===== config.mk =====
export PLATFORM = sky130hd
export DESIGN_NAME = lccd_timing_gen
export DESIGN_NICKNAME = d
export VERILOG_FILES = /design/src/rtl/lccd_tg_pkg.sv /design/src/rtl/lccd_tg_phase.sv /design/src/rtl/lccd_tg_seq.sv /design/src/rtl/lccd_tg_shutter.sv /design/src/rtl/lccd_timing_gen.sv
export SDC_FILE = /design/constraint.sdc
export NUM_CORES = 1
export LEC_CHECK = 0
export BUFFER_PORTS_ARGS = -buffer_cell sky130_fd_sc_hd__clkbuf_2
export CAP_MARGIN = 20
export CORE_MARGIN = 2
export CORE_UTILIZATION = 40
export CTS_CLUSTER_DIAMETER = 100
export CTS_CLUSTER_SIZE = 16
export DETAILED_ROUTE_END_ITERATION = 6
export PLACE_DENSITY = 0.6
export SLEW_MARGIN = 10
export SYNTH_ARGS = -nofsm -noshare
export SYNTH_HDL_FRONTEND = slang
export SYNTH_HIERARCHICAL = 1
export SYNTH_SLANG_ARGS = --single-unit

===== constraint.sdc =====
create_clock -name clk -period 7.75 [get_ports clk]
set_clock_uncertainty 0.15 [all_clocks]
set_input_delay 1.55 -clock clk [delete_from_list [all_inputs] [get_ports clk]]
set_output_delay 1.55 -clock clk [all_outputs]
set_load 0.01 [all_outputs]

===== src/rtl/lccd_tg_pkg.sv =====
`timescale 1ns/1ps
package lccd_tg_pkg;

   typedef enum logic [2:0] {
      ST_IDLE   = 3'd0,
      ST_SETUP  = 3'd1,
      ST_GATE   = 3'd2,
      ST_SETTLE = 3'd3,
      ST_READ   = 3'd4,
      ST_DRAIN  = 3'd5
   } seq_state_e;

   function automatic int max3(input int a, input int b, input int c);
      int m;
      m = (a > b) ? a : b;
      return (m > c) ? m : c;
   endfunction

endpackage


===== src/rtl/lccd_tg_phase.sv =====
`timescale 1ns/1ps
module lccd_tg_phase #(
   parameter int PIX_CLKS = 200,
   parameter int RS_GAP   = 10,
   parameter int RS_HIGH  = 20
) (
   input  logic clk,
   input  logic rst_n,
   input  logic i_run,
   output logic o_wrap,
   output logic o_phi1,
   output logic o_phi2,
   output logic o_hold,
   output logic o_rst_pulse
);
   localparam int PH_W   = $clog2(PIX_CLKS);
   localparam int HALF   = PIX_CLKS / 2;
   localparam int RS_ON  = HALF + RS_GAP;
   localparam int RS_OFF = RS_ON + RS_HIGH;

   logic [PH_W-1:0] ph;
   logic            last;

   assign last   = (ph == PH_W'(PIX_CLKS - 1));
   assign o_wrap = i_run && last;

   always_ff @(posedge clk) begin
      if (!rst_n)      ph <= '0;
      else if (!i_run) ph <= '0;
      else if (last)   ph <= '0;
      else             ph <= ph + 1'b1;
   end

   always_ff @(posedge clk) begin
      if (!rst_n) begin
         o_phi1      <= 1'b1;
         o_phi2      <= 1'b0;
         o_hold      <= 1'b1;
         o_rst_pulse <= 1'b0;
      end else begin
         o_phi1      <= !i_run || (ph < PH_W'(HALF));
         o_phi2      <= i_run && (ph >= PH_W'(HALF));
         o_hold      <= !i_run || (ph < PH_W'(HALF));
         o_rst_pulse <= i_run && (ph >= PH_W'(RS_ON)) && (ph < PH_W'(RS_OFF));
      end
   end

   initial begin
      assert_pix_even_R4: assert (PIX_CLKS >= 4 && (PIX_CLKS % 2) == 0)
         else $error("pixel period must be even and at least 4");
      assert_rs_fit_R5: assert (RS_GAP >= 1 && RS_HIGH >= 1 && RS_OFF + RS_GAP <= PIX_CLKS)
         else $error("reset pulse does not fit in the low half of the hold clock");
   end

   assert_phase_compl_R4: assert property (@(posedge clk) disable iff (!rst_n)
      o_phi1 != o_phi2);
   assert_rs_in_low_R5: assert property (@(posedge clk) disable iff (!rst_n)
      o_rst_pulse |-> !o_hold);
   assert_rs_after_hold_R5: assert property (@(posedge clk) disable iff (!rst_n)
      $rose(o_rst_pulse) |-> !$past(o_hold));
   assert_idle_level_R9: assert property (@(posedge clk) disable iff (!rst_n)
      !i_run |=> (o_phi1 && !o_rst_pulse));

endmodule


===== src/rtl/lccd_tg_seq.sv =====
`timescale 1ns/1ps
module lccd_tg_seq
   import lccd_tg_pkg::*;
#(
   parameter int LINE_PIXELS = 10583,
   parameter int T_SETUP     = 20,
   parameter int T_GATE      = 600,
   parameter int T_SETTLE    = 600,
   parameter int NCOL        = 3,
   parameter int REL_W       = 16,
   parameter int IDX_W       = 14
) (
   input  logic                       clk,
   input  logic                       rst_n,
   input  logic                       i_start,
   input  logic [NCOL*REL_W-1:0]      i_release,
   input  logic                       i_wrap,
   output logic                       o_run,
   output logic                       o_gate_now,
   output logic                       o_span_now,
   output logic                       o_read_now,
   output logic                       o_drain_now,
   output logic [IDX_W-1:0]           o_pcnt,
   output logic [REL_W-1:0]           o_hcnt,
   output logic [NCOL-1:0][REL_W-1:0] o_rel_q
);
   localparam int TMAX = max3(T_SETUP, T_GATE, T_SETTLE);
   localparam int TC_W = $clog2(TMAX + 1);

   seq_state_e                 st, st_n;
   logic [TC_W-1:0]            tcnt, tcnt_n;
   logic [IDX_W-1:0]           pcnt, pcnt_n;
   logic [REL_W-1:0]           hcnt, hcnt_n;
   logic                       pend, pend_n;
   logic [NCOL-1:0][REL_W-1:0] rel_q;
   logic [REL_W-1:0]           maxrel;
   logic                       launch;

   always_comb begin
      maxrel = '0;
      for (int c = 0; c < NCOL; c++) begin
         if (rel_q[c] > maxrel) maxrel = rel_q[c];
      end
   end

   always_comb begin
      st_n   = st;
      pcnt_n = pcnt;
      hcnt_n = hcnt;
      case (st)
         ST_IDLE: begin
            if (i_start || pend) st_n = ST_SETUP;
         end
         ST_SETUP: begin
            if (tcnt == TC_W'(T_SETUP - 1)) st_n = ST_GATE;
         end
         ST_GATE: begin
            if (tcnt == TC_W'(T_GATE - 1)) st_n = ST_SETTLE;
         end
         ST_SETTLE: begin
            if (tcnt == TC_W'(T_SETTLE - 1)) begin
               st_n   = ST_READ;
               pcnt_n = IDX_W'(1);
            end
         end
         ST_READ: begin
            if (i_wrap) begin
               if (pcnt == IDX_W'(LINE_PIXELS)) begin
                  pcnt_n = '0;
                  hcnt_n = '0;
                  st_n   = (maxrel == '0) ? ST_IDLE : ST_DRAIN;
               end else begin
                  pcnt_n = pcnt + 1'b1;
               end
            end
         end
         ST_DRAIN: begin
            if (i_wrap) begin
               if (hcnt == maxrel - REL_W'(1)) begin
                  st_n   = ST_IDLE;
                  hcnt_n = '0;
               end else begin
                  hcnt_n = hcnt + 1'b1;
               end
            end
         end
         default: st_n = ST_IDLE;
      endcase
      tcnt_n = (st_n != st) ? '0 : tcnt + 1'b1;
      if (st == ST_IDLE) tcnt_n = '0;
   end

   assign launch = (st == ST_IDLE) && (st_n == ST_SETUP);

   always_comb begin
      if (st == ST_IDLE) pend_n = 1'b0;
      else if (i_start)  pend_n = 1'b1;
      else               pend_n = pend;
   end

   always_ff @(posedge clk) begin
      if (!rst_n) begin
         st   <= ST_IDLE;
         tcnt <= '0;
         pcnt <= '0;
         hcnt <= '0;
         pend <= 1'b0;
      end else begin
         st   <= st_n;
         tcnt <= tcnt_n;
         pcnt <= pcnt_n;
         hcnt <= hcnt_n;
         pend <= pend_n;
      end
   end

   generate
      for (genvar c = 0; c < NCOL; c++) begin : g_rel
         always_ff @(posedge clk) begin
            if (!rst_n)      rel_q[c] <= '0;
            else if (launch) rel_q[c] <= i_release[c*REL_W +: REL_W];
         end
      end
   endgenerate

   assign o_run       = (st == ST_READ) || (st == ST_DRAIN);
   assign o_gate_now  = (st == ST_GATE);
   assign o_span_now  = (st == ST_GATE) || (st == ST_SETTLE) || (st == ST_READ);
   assign o_read_now  = (st == ST_READ);
   assign o_drain_now = (st == ST_DRAIN);
   assign o_pcnt      = pcnt;
   assign o_hcnt      = hcnt;
   assign o_rel_q     = rel_q;

   assert_pend_latch_R6: assert property (@(posedge clk) disable iff (!rst_n)
      (st != ST_IDLE && i_start) |=> pend);
   assert_read_idx_R1: assert property (@(posedge clk) disable iff (!rst_n)
      (st == ST_READ) |-> (pcnt != '0 && pcnt <= IDX_W'(LINE_PIXELS)));
   assert_drain_live_R7: assert property (@(posedge clk) disable iff (!rst_n)
      (st == ST_DRAIN) |-> (maxrel != '0));
   assert_rel_hold_R8: assert property (@(posedge clk) disable iff (!rst_n)
      (st != ST_IDLE && $past(st) != ST_IDLE) |-> $stable(rel_q));

endmodule


===== src/rtl/lccd_tg_shutter.sv =====
`timescale 1ns/1ps
module lccd_tg_shutter #(
   parameter int REL_W = 16
) (
   input  logic             clk,
   input  logic             rst_n,
   input  logic             i_span,
   input  logic             i_drain,
   input  logic [REL_W-1:0] i_hcnt,
   input  logic [REL_W-1:0] i_rel,
   output logic             o_shut
);
   always_ff @(posedge clk) begin
      if (!rst_n) o_shut <= 1'b0;
      else        o_shut <= i_span || (i_drain && (i_hcnt < i_rel));
   end

   assert_shut_span_R7: assert property (@(posedge clk) disable iff (!rst_n)
      i_span |=> o_shut);

endmodule


===== src/rtl/lccd_timing_gen.sv =====
`timescale 1ns/1ps
module lccd_timing_gen #(
   parameter int SYS_NS      = 5,
   parameter int LINE_PIXELS = 10583,
   parameter int PIX_CLKS    = 200,
   parameter int T_SETUP     = 20,
   parameter int T_GATE      = 600,
   parameter int T_SETTLE    = 600,
   parameter int RS_GAP      = 10,
   parameter int RS_HIGH     = 20,
   parameter int NCOL        = 3,
   parameter int REL_W       = 16,
   localparam int IDX_W      = $clog2(LINE_PIXELS + 1)
) (
   input  logic                  clk,
   input  logic                  rst_n,
   input  logic                  i_start,
   input  logic [NCOL*REL_W-1:0] i_release,
   output logic [NCOL-1:0]       o_gate,
   output logic [NCOL-1:0]       o_shut,
   output logic                  o_phi1,
   output logic                  o_phi2,
   output logic                  o_hold,
   output logic                  o_rst_pulse,
   output logic                  o_line_valid,
   output logic [IDX_W-1:0]      o_pix_idx
);
   localparam int GL_W = $clog2(T_GATE + 2);

   logic                       run, wrap;
   logic                       gate_now, span_now, read_now, drain_now;
   logic [IDX_W-1:0]           pcnt;
   logic [REL_W-1:0]           hcnt;
   logic [NCOL-1:0][REL_W-1:0] rel_q;
   logic [GL_W-1:0]            gate_len;

   lccd_tg_seq #(
      .LINE_PIXELS(LINE_PIXELS), .T_SETUP(T_SETUP), .T_GATE(T_GATE),
      .T_SETTLE(T_SETTLE), .NCOL(NCOL), .REL_W(REL_W), .IDX_W(IDX_W)
   ) u_seq (
      .clk(clk), .rst_n(rst_n), .i_start(i_start), .i_release(i_release),
      .i_wrap(wrap), .o_run(run), .o_gate_now(gate_now), .o_span_now(span_now),
      .o_read_now(read_now), .o_drain_now(drain_now), .o_pcnt(pcnt),
      .o_hcnt(hcnt), .o_rel_q(rel_q)
   );

   lccd_tg_phase #(
      .PIX_CLKS(PIX_CLKS), .RS_GAP(RS_GAP), .RS_HIGH(RS_HIGH)
   ) u_phase (
      .clk(clk), .rst_n(rst_n), .i_run(run), .o_wrap(wrap),
      .o_phi1(o_phi1), .o_phi2(o_phi2), .o_hold(o_hold), .o_rst_pulse(o_rst_pulse)
   );

   generate
      for (genvar c = 0; c < NCOL; c++) begin : g_col
         always_ff @(posedge clk) begin
            if (!rst_n) o_gate[c] <= 1'b0;
            else        o_gate[c] <= gate_now;
         end
         lccd_tg_shutter #(.REL_W(REL_W)) u_shut (
            .clk(clk), .rst_n(rst_n), .i_span(span_now), .i_drain(drain_now),
            .i_hcnt(hcnt), .i_rel(rel_q[c]), .o_shut(o_shut[c])
         );
      end
   endgenerate

   always_ff @(posedge clk) begin
      if (!rst_n) begin
         o_line_valid <= 1'b0;
         o_pix_idx    <= '0;
      end else begin
         o_line_valid <= read_now;
         o_pix_idx    <= read_now ? pcnt : '0;
      end
   end

   // gate-width checker counter
   always_ff @(posedge clk) begin
      if (!rst_n)         gate_len <= '0;
      else if (o_gate[0]) gate_len <= gate_len + 1'b1;
      else                gate_len <= '0;
   end

   initial begin
      assert_gate_min_R2: assert (T_GATE * SYS_NS >= 1200)
         else $error("readout gate shorter than sensor minimum");
      assert_setup_min_R3: assert (T_SETUP * SYS_NS >= 50)
         else $error("phase-1 to gate setup too short");
      assert_settle_min_R3: assert (T_SETTLE * SYS_NS >= 1200)
         else $error("gate to phase-1 settle too short");
      assert_rs_min_R5: assert (RS_GAP * SYS_NS >= 45 && RS_HIGH * SYS_NS >= 45)
         else $error("reset pulse width or offset too short");
      assert_rate_max_R4: assert (PIX_CLKS * SYS_NS >= 200)
         else $error("pixel rate above 5 MHz");
      assert_colours_R7: assert (NCOL >= 1 && REL_W >= 1 && LINE_PIXELS >= 2)
         else $error("bad colour or line configuration");
   end

   assert_gate_width_R2: assert property (@(posedge clk) disable iff (!rst_n)
      $fell(o_gate[0]) |-> (gate_len == GL_W'(T_GATE)));
   assert_gate_quiet_R3: assert property (@(posedge clk) disable iff (!rst_n)
      o_gate[0] |-> (o_phi1 && $stable(o_phi1)));
   assert_shut_cover_R7: assert property (@(posedge clk) disable iff (!rst_n)
      o_line_valid |-> (&o_shut));
   assert_valid_idx_R1: assert property (@(posedge clk) disable iff (!rst_n)
      o_line_valid |-> (o_pix_idx != '0));
   assert_idle_index_R9: assert property (@(posedge clk) disable iff (!rst_n)
      !o_line_valid |-> (o_pix_idx == '0));

endmodule


# Yosys cells after proc, flatten, opt, wreduce, memory -nomap -nowiden
# Index checks and enable logic that the tools add are counted.
# totals
reg_bits	122
# classes
add_sub_neg	5
magnitude_cmp	10
n_eq_ne	16
muxes	22
bitwise_logic	2
reduce_logical	27
# ops
op	count
$mux 16	7
$lt 16x16->1	3
$mux 14	3
$gt 16x16->1	2
$pmux 16 s2	1
$pmux 14 s2	1
$mux 3	9
$pmux 3 s6	1
$add 16x1->16 const B	1
$eq 16x16->1	1
$ge 8x7->1 const B	2
$gt 16x1->1 const B	1
$logic_not 16->1	1
$sub 16x1->16 const B	1
$add 14x1->14 const B	1
$eq 14x14->1 const B	1
$add 10x1->10 const B	1
$eq 10x10->1 const B	1
$eq 10x5->1 const B	1
$add 8x1->8 const B	1
$eq 8x8->1 const B	1
$logic_and 1x1->1	8
$logic_or 1x1->1	8
$lt 8x7->1 const B	1
16 further kinds	24

# Logic depth before layout (Yosys ltp)
# logic_depth
ltp_word	13
depth_mapped	30
depth_no_buf	24

# Cells and area by module
# The synthesis kept the hierarchy.
# by_module_without_submodules
mod	n_inst	cells_per_inst	area_each_um2
lccd_tg_seq	1	832	6261.0
lccd_tg_shutter	3	55	414.1
lccd_tg_phase	1	56	504.2
lccd_timing_gen	1	36	464.2

# Worst setup path after synthesis
# No wires, ideal clock.
# synth_path
kind	register to register
start	register u_seq.rel_q, in the netlist u_seq/o_rel_q[7]
end	register u_seq.hcnt[13] (netlist: u_seq/o_hcnt[13])
setup_time_ps	70
arrival_ps	6008
required_ps	7530
path_slack_ps	1522
path_stages_with_launch	29
path_buffers	6
period_less_slack_ps	6228
path_cell_list	dfxtp_1 -> inv_1 -> ha_1 -> a21oi_1 -> o21ai_1 -> a2111o_1 -> o31ai_4 -> buf_6 -> buf_6 -> mux2i_1 -> ha_1 -> nand4_1 -> or4_1 -> or2_0 -> buf_2 -> nand2_1 -> buf_2 -> buf_2 -> nand2_1 -> o21ai_0 -> ha_1 -> o21a_2 -> nand2_1 -> mux2_1 -> a311o_1 -> o211ai_4 -> buf_6 -> o221ai_1 -> a21oi_1
# synth_between
elab_chain_cells	11
# synth_rtl
item	line_no	rtl
from (decl)	lccd_tg_seq.sv:35	logic [NCOL-1:0][REL_W-1:0] rel_q;
from (signal, indexed assignment)	lccd_tg_seq.sv:121	else if (launch) rel_q[c] <= i_release[c*REL_W +: REL_W];
$gt 16x1->1	lccd_tg_seq.sv:42	if (rel_q[c] > maxrel) maxrel = rel_q[c];
$mux 16 *	lccd_tg_seq.sv:42	
$gt 16x16->1	lccd_tg_seq.sv:42	
$mux 16 *	lccd_tg_seq.sv:42	
$gt 16x16->1	lccd_tg_seq.sv:42	
$mux 16 *	lccd_tg_seq.sv:42	
$sub 16x1->16 *	lccd_tg_seq.sv:79	if (hcnt == maxrel - REL_W'(1)) begin
$eq 16x16->1 *	lccd_tg_seq.sv:79	
$mux 16 *	lccd_tg_seq.sv:79	
$mux 16 *	lccd_tg_seq.sv:78	if (i_wrap) begin
$pmux 16 s2 *	lccd_tg_seq.sv:50	case (st)
to (signal assigned)	lccd_tg_seq.sv:112	hcnt <= hcnt_n;
to (decl)	lccd_tg_seq.sv:33	logic [REL_W-1:0] hcnt, hcnt_n;
# Mark *: on every way between the ends. The rest lies on a longest branch, timed or not. The select of a mux whose other input is x is not followed.
# A chain may end at the register's enable or synchronous reset.

# Worst setup path in the final report
# layout_path
start	register u_seq.rel_q, in the netlist u_seq/o_rel_q[7]
end	register u_seq.hcnt[10] (netlist: u_seq/o_hcnt[10])
# The elaborated chain is that of the path after synthesis.

==> results.yml <==
worst_setup_path:
  regToRegStartpoint: "u_seq/o_rel_q[7]$_SDFFE_PN0P_"
  crit_chain: "inv_1 -> ha_1 -> a21oi_1 -> o21ai_1 -> a2111o_1 -> o31ai_4 -> mux2i_1 -> ha_1 -> nand4_1 -> or4_1 -> a21oi_1 -> nand3b_2 -> nand2_1 -> o21ai_0 -> ha_1 -> o21a_2 -> nand2_1 -> mux2_1 -> a311o_1 -> o211ai_4 -> o221ai_1 -> a21oi_1"
  worstSetupStartpoint: "u_seq/o_rel_q[7]$_SDFFE_PN0P_"
  cp_slowest_cell: "or4_1"
  r2r_slack_ps: 630
  cp_data_required_time_ps: 7960
  critPathLaunchType: "flip-flop"
  r2r-end: "u_seq/o_hcnt[10]$_SDFFE_PN0P_"
  crit_fanout: 19
  arrival_ps: 7330
  max_stage_delay_ps: 610
  r2r_cells: 22
  setup.worst_path.end_class: "flip-flop"
  crit_type: "reg2reg"
drt:
  antenna_left: 0
  route.detailed.drc: 0
  drt_wl_total_um: 25800
  drtIter0Drc: 748
  vias: 8081
  wire_per_inst_um: 17.9
  vias_per_cell: 5.62
  drt_first_pass_iters: 5
synthesis:
  synth_compound_area_share_pct: 21.3
  synth_enable_flop_cells: 0
  synth_area_leaders: "dfxtp_1, ha_1, nand2_1, a21oi_1, inv_1"
  ys_warn_count: 6
  synth_top_area_share_pct: 28.8
  synthAdderAreaFrac_pct: 12.3
  yosysTopAreaCell: "dfxtp_1"
  synthMuxAreaShare_pct: 2.08
  postSynthCellCount: 1089
  syn_area_mm2: 0.00847
  ys.flop_type: "dfxtp_1"
  synth_xor_area_share_pct: 4.14
  yosys_register_bits: 122
  synthSimpleGateAreaFrac_pct: 24.9
  synth_top_family_by_area: "simple AND/OR/NAND/NOR gates"
  synth_fp_nets: 1223
  avgSynthCellArea_um2: 7.78
  synth_seq_area_share_pct: 28.8
  synthArstFlopShare_pct: 0
  synth_cell_types: 83
timing:
  worst_hold_slack_ps: 317
  fin_crit_ps: 7120
  fin_tns_setup_ps: 0
  finalCritPeriodShare_pct: 91.9
  worst_slew_pin_slew_ps: 993
  slew_viol_final: 0
  finalHoldViolCount: 0
  finalSetupViolations: 0
  rsz0062_at_grt: "false"
  max_freq_mhz: 140
  slew_headroom_pct: 33.6
clock_network:
  cts_tree: "done"
  cts-root-buf: "clkbuf_16"
  clock-sinks: 122
  cts_resized: 0
  post_cts_buffers: 0
  clockBufferDepth: 2
  worstSkewPairLatency_ps: 430
  path_clk_slew_ps: 70
  numCtsBuffers: 17
  cts_hold_buf: 0
  cts_max_level: 4
die:
  io_pins: 76
  dieWidth_um: 150
  initial_core_util_pct: 40.6
  core_area_mm2: 0.0209
  die-area_mm2: 0.0224
  rows: 53
  fp.dieH_um: 150
global_route:
  overflow: 0
  grt.total_usage_pct: 23.6
  antenna_found_initial: 0
  grt_pass1_wl_um: 40700
  grt_pass1_vias: 7369
  grt_max_degree: 50
job:
  drv_cap: 0
final_layout:
  diodes: 0
  fillers: 2123
  drive_above_1_share_pct: 14.1
  nNetsFinal: 1284
  syn2layout_area_growth_pct: 14.5
power:
  power_mw: 2.52
  leakage_nw: 3.96
  vdd_ir_drop_max_mv: 0.126
  p_per_area_mw_per_mm2: 260
place:
  place_hpwl_um: 19100
  routabilityCongestion: 1.01
  portBuffers: 75
worst_hold_path:
  hold_path.startpoint: "u_phase/ph[0]$_SDFF_PP0_"
  min_delay_path_depth: 1
  hold_class: "reg2reg"
  whs_endpoint: "u_phase/ph[0]$_SDFF_PP0_"
run_status:
  status: "finished clean"
[placed cells by master (no fill, tap or decap), types with 6 or more instances in the layout]
master,Yosys,layout
or3_1,13,13
buf_4,5,12
o21a_1,12,12
nor3_1,37,37
nand3_1,27,27
clkbuf_2,0,75
clkbuf_16,0,17
mux2i_1,12,12
a211oi_1,13,13
o21ai_0,31,30
o221ai_1,12,12
xor2_1,22,22
nand2_1,169,169
o31ai_1,6,6
a21oi_1,117,117
and3_2,6,6
inv_8,0,8
o211ai_1,13,13
and3_1,24,24
xnor2_1,18,18
a31oi_1,15,15
nor4_1,8,8
nand4_1,16,16
dfxtp_1,122,122
inv_1,81,81
nand2b_1,6,6
nor2b_1,10,9
or2_2,6,6
ha_1,83,83
nor2_1,67,67
and2_1,10,10
[how the worst max path moves through the flow]
stage,to,slack (ps),cells after the start
global route,u_seq/o_hcnt[2]$_SDFFE_PN0P_,220,23
floorplan,u_seq/o_hcnt[13]$_SDFFE_PN0P_,1520,28
CTS,u_seq/o_hcnt[6]$_SDFFE_PN0P_,760,22
detailed placement,u_seq/tcnt[8]$_SDFF_PP0_,790,22
finish,u_seq/o_hcnt[10]$_SDFFE_PN0P_,630,22
global placement,u_seq/o_hcnt[10]$_SDFFE_PN0P_,910,22
[registers in the layout, indices dropped and copies added (netlist names)]
name	flops
g_col.u_shut/o_shut	3
o_gate	1
o_line_valid	1
o_pix_idx	14
u_phase/o_hold	1
u_phase/o_phi2	1
u_phase/o_rst_pulse	1
u_phase/ph	8
u_seq/o_hcnt	16
u_seq/o_pcnt	14
u_seq/o_rel_q	48
u_seq/pend	1
u_seq/st	3
u_seq/tcnt	10
[metal layers]
metal / vias up / global-route usage [%] / share of wire, %
met1: 3757 / 33.0 / 48
met2: 268 / 37.4 / 45
li1: 4027 / - / -
met4: 0 / 7.90 / 1.9
met5: - / 0 / 0
met3: 29 / 3.32 / 5.2
[stage by stage]
stage | area, um^2 | utilization, % | worst slack [ps] | instances
3_3_place_gp | 9060 | 43.4 | 914 | 1405
2_1_floorplan | 8470 | - | 1520 | 1089
3_5_place_dp | 9060 | 43.4 | 789 | 1405
5_1_grt | 9700 | 46.4 | 219 | 1438
6_report | 9700 | 46.4 | 628 | 1438
4_1_cts | 9680 | 46.3 | 763 | 1437
[cells by family (layout without fill, tap and decap cells)]
group / after synthesis / in the layout
and+or+nand+nor: 428 / 428
AOI/OAI and AO/OA: 271 / 271
buffers and inverters: 128 / 202
DFF: 122 / 122
adders and majority gates: 83 / 83
xor gates and xnor gates: 40 / 40
muxes: 17 / 17
[layout make-up]
cell class | instances | area, um^2 | area share, %
clock buffers | 17 | 425 | 4.39
repair buffers | 88 | 485 | 5.01
inverters | 82 | 308 | 3.17
well taps | 275 | 344 | 3.55
flip-flops and latches | 122 | 2440 | 25.2
clock inverters | 15 | 193 | 1.99
multi-input cells | 839 | 5500 | 56.7
[where the power goes]
part	internal [mW]	switching, mW	total (mW)
combinational	0.373	0.610	0.983
clock	0.495	0.354	0.848
sequential	0.651	0.0395	0.691
[cells in the mapped netlist, drive strengths merged, types with 6 or more instances]
cell and instances:
o21ai 34, and2 12, a21oi 117, o211ai 15, nand2b 6, xor2 22, and3 30, nor4 10
dfxtp 122, xnor2 18, or3 13, clkbuf 24, nand4 17, a211oi 15, nor3 39, or2 7
ha 83, nand3 28, nor2 68, buf 22, a31oi 16, mux2i 12, o221ai 12, inv 81
o21a 13, nand2 169, o31ai 9, nor2b 10
[worst max-delay path, delay by kind of cell, from the launching register on]
kind | cells | cell delay (ps)
fa+ha+maj | 3 | 770
compound gates | 11 | 3450
simple gates | 5 | 1420
flops | 1 | 380
buf+inv | 1 | 90
mux | 2 | 770
Note: power is estimated with default switching activity, not from simulation.
